### src/rtl/dma_pkg.sv
package dma_pkg;
    localparam int ADDR_W    = 32;
    localparam int DATA_W    = 32;
    localparam int PAGE_BITS = 12;
    localparam int CNT_W     = PAGE_BITS + 1;
    localparam int WORD_W    = CNT_W - 2;
    localparam int DEV_W     = 4;

    typedef struct packed {
        logic [ADDR_W-1:0] addr;
        logic [CNT_W-1:0]  cnt;
    } seg_t;
endpackage

### src/rtl/dma_regs.sv
module dma_regs
    import dma_pkg::*;
#(
    parameter int NDESC = 8,
    localparam int IDX_W = $clog2(NDESC),
    localparam int REG_AW = $clog2(2 + 2 * NDESC)
) (
    input  logic                    clk,
    input  logic                    rst_n,
    input  logic                    we_i,
    input  logic [REG_AW-1:0]       addr_i,
    input  logic [DATA_W-1:0]       wdata_i,
    output logic [DATA_W-1:0]       rdata_o,
    input  logic                    busy_i,
    input  logic                    finish_i,
    output logic                    start_o,
    output seg_t [NDESC-1:0]        seg_o,
    output logic [IDX_W-1:0]        last_o,
    output logic                    dir_o,
    output logic [DEV_W-1:0]        dev_o,
    output logic                    irq_o
);
    localparam logic [PAGE_BITS+1:0] PAGE_SZ = (PAGE_BITS + 2)'(1) << PAGE_BITS;

    typedef struct packed {
        seg_t [NDESC-1:0] seg;
        logic [IDX_W-1:0] last;
        logic             dir;
        logic [DEV_W-1:0] dev;
        logic             start;
        logic             done;
        logic             err;
    } regs_t;

    regs_t q, d;
    logic [NDESC-1:0] bad_vec, sel_vec;
    logic [IDX_W-1:0] new_last;
    logic             busy_all;

    assign new_last = wdata_i[8 +: IDX_W];
    assign busy_all = busy_i | q.start;

    for (genvar g = 0; g < NDESC; g++) begin : g_seg_chk
        logic [PAGE_BITS+1:0] end_off;
        assign end_off = {2'b00, q.seg[g].addr[PAGE_BITS-1:0]}
                       + {{(PAGE_BITS + 2 - CNT_W){1'b0}}, q.seg[g].cnt};
        assign bad_vec[g] = (q.seg[g].cnt[1:0] != 2'b00) || (end_off > PAGE_SZ);
        assign sel_vec[g] = (IDX_W'(g) <= new_last);
    end

    always_comb begin
        d = q;
        d.start = 1'b0;
        if (we_i) begin
            if (addr_i == REG_AW'(0)) begin
                if (!busy_all) begin
                    d.dir  = wdata_i[1];
                    d.dev  = wdata_i[7:4];
                    d.last = new_last;
                    if (wdata_i[0]) begin
                        if ((bad_vec & sel_vec) != '0) begin
                            d.err  = 1'b1;
                            d.done = 1'b1;
                        end else begin
                            d.err   = 1'b0;
                            d.done  = 1'b0;
                            d.start = 1'b1;
                        end
                    end
                end
            end else if (addr_i == REG_AW'(1)) begin
                if (wdata_i[1]) begin
                    d.done = 1'b0;
                    d.err  = 1'b0;
                end
            end else if (!busy_all) begin
                for (int i = 0; i < NDESC; i++) begin
                    if (addr_i == REG_AW'(2 + 2 * i)) d.seg[i].addr = wdata_i;
                    if (addr_i == REG_AW'(3 + 2 * i)) d.seg[i].cnt  = wdata_i[CNT_W-1:0];
                end
            end
        end
        if (finish_i) d.done = 1'b1;
    end

    always_ff @(posedge clk) begin
        if (!rst_n) q <= '0;
        else        q <= d;
    end

    always_comb begin
        rdata_o = '0;
        if (addr_i == REG_AW'(0)) begin
            rdata_o[1]           = q.dir;
            rdata_o[7:4]         = q.dev;
            rdata_o[8 +: IDX_W]  = q.last;
        end else if (addr_i == REG_AW'(1)) begin
            rdata_o[2:0] = {q.err, q.done, busy_all};
        end else begin
            for (int i = 0; i < NDESC; i++) begin
                if (addr_i == REG_AW'(2 + 2 * i)) rdata_o = q.seg[i].addr;
                if (addr_i == REG_AW'(3 + 2 * i)) rdata_o[CNT_W-1:0] = q.seg[i].cnt;
            end
        end
    end

    assign start_o = q.start;
    assign seg_o   = q.seg;
    assign last_o  = q.last;
    assign dir_o   = q.dir;
    assign dev_o   = q.dev;
    assign irq_o   = q.done;


    irq_idle_chk: assert property (@(posedge clk) disable iff (!rst_n)
        irq_o |-> !busy_i);

    clear_irq_chk: assert property (@(posedge clk) disable iff (!rst_n)
        (we_i && addr_i == REG_AW'(1) && wdata_i[1] && !finish_i) |=> !irq_o);

    err_idle_chk: assert property (@(posedge clk) disable iff (!rst_n)
        $rose(q.err) |-> !$past(busy_i) && !busy_i);
endmodule

### src/rtl/dma_xfer.sv
module dma_xfer
    import dma_pkg::*;
#(
    parameter int NDESC = 8,
    localparam int IDX_W = $clog2(NDESC)
) (
    input  logic                 clk,
    input  logic                 rst_n,
    input  logic                 start_i,
    input  seg_t [NDESC-1:0]     seg_i,
    input  logic [IDX_W-1:0]     last_i,
    input  logic                 dir_i,
    input  logic                 bus_gnt_i,
    input  logic [DATA_W-1:0]    dev_rdata_i,
    input  logic [DATA_W-1:0]    mem_rdata_i,
    output logic                 busy_o,
    output logic                 finish_o,
    output logic                 bus_req_o,
    output logic [ADDR_W-1:0]    mem_addr_o,
    output logic                 mem_we_o,
    output logic                 mem_re_o,
    output logic [DATA_W-1:0]    mem_wdata_o,
    output logic                 dev_rd_o,
    output logic                 dev_wr_o,
    output logic [DATA_W-1:0]    dev_wdata_o
);
    typedef struct packed {
        logic              run;
        logic [IDX_W-1:0]  idx;
        logic [ADDR_W-1:0] addr;
        logic [ADDR_W-1:0] base;
        logic [WORD_W-1:0] words;
    } xfer_t;

    xfer_t q, d;
    logic  move;
    logic [IDX_W-1:0] nidx;

    assign nidx = q.idx + IDX_W'(1);
    assign move = q.run && (q.words != '0) && bus_gnt_i;

    always_comb begin
        d = q;
        finish_o = 1'b0;
        if (!q.run) begin
            if (start_i) begin
                d.run   = 1'b1;
                d.idx   = '0;
                d.addr  = seg_i[0].addr;
                d.base  = seg_i[0].addr;
                d.words = seg_i[0].cnt[CNT_W-1:2];
            end
        end else if (q.words == '0) begin
            if (q.idx == last_i) begin
                d.run    = 1'b0;
                finish_o = 1'b1;
            end else begin
                d.idx   = nidx;
                d.addr  = seg_i[nidx].addr;
                d.base  = seg_i[nidx].addr;
                d.words = seg_i[nidx].cnt[CNT_W-1:2];
            end
        end else if (bus_gnt_i) begin
            d.addr  = q.addr + ADDR_W'(4);
            d.words = q.words - WORD_W'(1);
        end
    end

    always_ff @(posedge clk) begin
        if (!rst_n) q <= '0;
        else        q <= d;
    end

    assign busy_o      = q.run;
    assign bus_req_o   = q.run;
    assign mem_addr_o  = q.addr;
    assign mem_we_o    = move && !dir_i;
    assign dev_rd_o    = move && !dir_i;
    assign mem_re_o    = move && dir_i;
    assign dev_wr_o    = move && dir_i;
    assign mem_wdata_o = dev_rdata_i;
    assign dev_wdata_o = mem_rdata_i;


    move_needs_grant_chk: assert property (@(posedge clk) disable iff (!rst_n)
        (mem_we_o || mem_re_o) |-> (bus_gnt_i && bus_req_o));

    page_stay_chk: assert property (@(posedge clk) disable iff (!rst_n)
        (mem_we_o || mem_re_o) |-> (mem_addr_o[ADDR_W-1:PAGE_BITS] == q.base[ADDR_W-1:PAGE_BITS]));

    hold_no_grant_chk: assert property (@(posedge clk) disable iff (!rst_n)
        (q.run && !bus_gnt_i && q.words != '0) |=> $stable(mem_addr_o));
endmodule

### src/rtl/dma_page_engine.sv
module dma_page_engine
    import dma_pkg::*;
#(
    parameter int NDESC = 8,
    localparam int IDX_W = $clog2(NDESC),
    localparam int REG_AW = $clog2(2 + 2 * NDESC)
) (
    input  logic              clk,
    input  logic              rst_n,
    input  logic              cfg_we,
    input  logic [REG_AW-1:0] cfg_addr,
    input  logic [31:0]       cfg_wdata,
    output logic [31:0]       cfg_rdata,
    output logic              irq,
    output logic              bus_req,
    input  logic              bus_gnt,
    output logic [3:0]        dev_id,
    output logic              dev_rd,
    input  logic [31:0]       dev_rdata,
    output logic              dev_wr,
    output logic [31:0]       dev_wdata,
    output logic [31:0]       mem_addr,
    output logic              mem_we,
    output logic              mem_re,
    output logic [31:0]       mem_wdata,
    input  logic [31:0]       mem_rdata
);
    seg_t [NDESC-1:0] seg;
    logic [IDX_W-1:0] last;
    logic             dir, start, busy, finish;

    dma_regs #(.NDESC(NDESC)) u_regs (
        .clk      (clk),
        .rst_n    (rst_n),
        .we_i     (cfg_we),
        .addr_i   (cfg_addr),
        .wdata_i  (cfg_wdata),
        .rdata_o  (cfg_rdata),
        .busy_i   (busy),
        .finish_i (finish),
        .start_o  (start),
        .seg_o    (seg),
        .last_o   (last),
        .dir_o    (dir),
        .dev_o    (dev_id),
        .irq_o    (irq)
    );

    dma_xfer #(.NDESC(NDESC)) u_xfer (
        .clk         (clk),
        .rst_n       (rst_n),
        .start_i     (start),
        .seg_i       (seg),
        .last_i      (last),
        .dir_i       (dir),
        .bus_gnt_i   (bus_gnt),
        .dev_rdata_i (dev_rdata),
        .mem_rdata_i (mem_rdata),
        .busy_o      (busy),
        .finish_o    (finish),
        .bus_req_o   (bus_req),
        .mem_addr_o  (mem_addr),
        .mem_we_o    (mem_we),
        .mem_re_o    (mem_re),
        .mem_wdata_o (mem_wdata),
        .dev_rd_o    (dev_rd),
        .dev_wr_o    (dev_wr),
        .dev_wdata_o (dev_wdata)
    );
endmodule

### config.mk
export PLATFORM = sky130hd
export DESIGN_NAME = dma_page_engine
export DESIGN_NICKNAME = d
export VERILOG_FILES = /design/src/rtl/dma_pkg.sv /design/src/rtl/dma_regs.sv /design/src/rtl/dma_xfer.sv /design/src/rtl/dma_page_engine.sv
export SDC_FILE = /design/constraint.sdc
export NUM_CORES = 2
export LEC_CHECK = 0
export ABC_AREA = 1
export BUFFER_PORTS_ARGS = -buffer_cell sky130_fd_sc_hd__buf_2
export CORE_ASPECT_RATIO = 0.75
export CORE_UTILIZATION = 60
export CTS_CLUSTER_SIZE = 28
export DETAILED_ROUTE_END_ITERATION = 10
export GPL_ROUTABILITY_DRIVEN = 1
export PLACE_DENSITY = 0.85
export SLEW_MARGIN = 20
export SYNTH_ARGS = -nofsm -noshare
export SYNTH_HDL_FRONTEND = slang
export SYNTH_SLANG_ARGS = --single-unit
### constraint.sdc
create_clock -name clk -period 3.1 [get_ports clk]
set_input_delay 0 -clock clk [delete_from_list [all_inputs] [get_ports clk]]
set_output_delay 0 -clock clk [all_outputs]
set_load 0.02 [all_outputs]
==> results.cfg <==
[synthesis]
synth_nets = 4837
synth-seq-area-share_pct = 29.2
ys.flop_type = dfxtp_1
synth_area_leaders = dfxtp_1 29%, o21ai_0 12%, nand2_1 11%
yosys_warnings = 0
syn_avg_cell_area_um2 = 6.19
synth_top_area_cell = dfxtp_1
synthArstFlopShare_pct = 0
syn_area_um2 = 28600
ys_seq_elements = 418
synth_top_area_share_pct = 29.2
yosysUniqueCellTypes = 57
synthCells = 4625
synth_edf_count = 0

[critical_path]
worstSetupPathType = reg2out
r2r-start = u_regs.seg_o[225]
worstSetupEndpointType = primary output
cp_common_cell = nand4_1
cp-start-kind = flop
worst_path_max_delay_cell = dfxtp_1
rrSetupSlack_ns = 0.23
ff2ff_path_depth = 19
max_stage_delay_ns = 0.34
critical_path.max_fanout = 4
critPathArrivalTime_ns = 2.92
crit_chain = inv_1 -> o22ai_1 -> o22ai_1 -> nand4_1 -> o21ai_0 -> nand4_1 -> o21ai_0 -> nand4_1 -> nand2_1 -> nand2_1 -> buf_2
crit_required_ns = 3.10
reg2reg_to = u_regs.q[0]

[clock_network]
cts_root_buf = clkbuf_16
clock-sinks = 418
cts_tree = yes
cts-htree-levels = 2
cts_max_path_buffers = 3
clkSlewWorstSetupHoldPaths_ns = 0.06
clkLatencyLatePin_ns = 0.61
numCtsBuffers = 44

[sta]
fmax_ghz = 0.343
slew_headroom_pct = 26.1
tns_ns = 0
setup_ws_ns = 0.181
drv_slew = 0
rsz0062_at_grt = false
hold_violations = 0
tightest_slew_ns = 1.11
setup_viol = 0
skew_ns = 0.0373
fin_crit_sh_pct = 94.2
min_period_ns = 2.92

[pwr]
p_leak_uw = 0.0143
peakVddDrop_mv = 0.476
p_per_area_nw_per_um2 = 387
finalPower_uw = 12000

[floorplan]
die_height_um = 191
die_area_um2 = 48600
rows = 68
initial_utilization_pct = 61.5
coreArea_um2 = 46500
die_x_um = 254
ios = 243

[detailed_routing]
dr.pass1.iters = 7
vias_per_cell = 6.35
drc = 0
ant_nets = 0
vias = 33100
routed_wl_um = 112000
drtIter0Drc = 6249
wl_per_cell_um = 21.5

[global_route]
grt_pass1_vias = 29400
grt-ovfl-total = 0
grt_max_degree = 157
grt_pass1_wl_um = 171000
antenna_found_initial = 1
track_usage_pct = 45.4

[placement]
dp_slack_ns = 0.324
numPortBuffers = 114
gp_congestion = 1.10
hpwl_um = 79400

[finish]
layout_commonest_cell = nand2_1
nets = 4769
final_cell_mix = 865 x nand2_1, 741 x nor2_1, 678 x o21ai_0
layout-drive-gt1-share_pct = 7.67
diodes = 0
syn2layout_area_growth_pct = 7.99
fillers = 4286

[hold_path]
hp-class = in2out
holdPathEnd = dev_wdata[17]
worstHoldStart = mem_rdata[17]
hold_path_depth = 0

[outcome]
status = completed

[job]
cap_violations = 0
==> registers in the layout, summed over array words and instances, names as in the netlist <==
name / count
u_regs.start_o: 1
u_regs.irq_o: 1
u_regs.dev_o: 4
u_regs.dir_o: 1
u_xfer.bus_req_o: 1
u_regs.last_o: 3
u_regs.q: 1
u_regs.seg_o: 360
u_xfer.mem_addr_o: 32
u_xfer.q: 14
==> cell type report <==
| class | count | area (um^2) | area share [%] |
|---|---|---|---|
| Clock inverter | 19 | 215 | 0.696 |
| Sequential cell | 418 | 8370 | 27.1 |
| Multi-Input combinational cell | 3383 | 16800 | 54.2 |
| Clock buffer | 59 | 1270 | 4.10 |
| Inverter | 465 | 1750 | 5.65 |
| Tap cell | 630 | 788 | 2.55 |
| Timing Repair Buffer | 245 | 1770 | 5.74 |
==> power by group <==
part	leakage, uW	internal [uW]	switching [uW]
Combinational	0.0102	261	668
Clock	0.000729	3150	2390
Sequential	0.00337	5430	79.3
==> kinds of logic after synthesis <==
logic type	after synthesis	share of synthesized area (%)
fa+ha+maj	107	4.88
xor+xnor	39	1.19
simple gates	2008	28.9
flops	418	29.2
compound gates	1229	23.4
buf+inv	824	12.4
==> per-stage QoR <==
step,hold WS [ns],utilization (%),cell area [um^2],std cells
final,0.00000645,66.5,30900,5219
after global routing,0.0000539,66.5,30900,5219
after CTS,0.000137,66.4,30900,5219
after detailed placement,0.000137,62.5,29100,5107
after global placement,0.000137,62.5,29100,5107
after floorplan,0.113,-,28600,4625
==> cell usage after synthesis, drive strengths merged (24+ instances only) <==
cell type  count
nor2         766
xor2          25
a21oi        368
clkbuf       197
nand3        206
a221oi        26
or2           24
o21ai        684
buf          162
inv          454
dfxtp        418
nor3          33
nand2        866
nand4         87
o22ai         44
o221ai        32
ha            99
==> worst max-delay path: cells and delay by family (launching register included) <==
kind	cells	cell delay, ns
AOI/OAI and AO/OA	4	0.99
and+or+nand+nor	5	0.72
DFF	1	0.34
buffers and inverters	2	0.29
==> routing by layer <==
metal | track usage (%) | vias up | wire length, um
li1 | - | 15100 | -
met1 | 63.2 | 14800 | 43800
met2 | 60.8 | 2747 | 42600
met3 | 16.3 | 456 | 19600
met4 | 22.6 | 2 | 6320
met5 | 0 | - | 9
==> how the worst max path moves through the flow <==
stage	from	endpoint	slack [ns]
after CTS	u_regs.seg_o[103]	u_regs.q[0]	0.32
after global routing	u_regs.seg_o[225]	u_regs.q[0]	0.003
after floorplan	u_regs.seg_o[180]	u_regs.irq_o	0.85
after detailed placement	u_regs.seg_o[45]	u_regs.q[0]	0.32
final	u_regs.seg_o[13]	cfg_rdata[0]	0.18
after global placement	u_regs.seg_o[45]	u_regs.q[0]	0.35
==> what timing repair did <==
action,CTS,global route
gates resized for setup,0,1
endpoints found under the setup margin,0,2
hold buffers,34,0
endpoints found under the hold margin,306,0
buffers inserted,0,0
(Power assumes the default switching activity.)
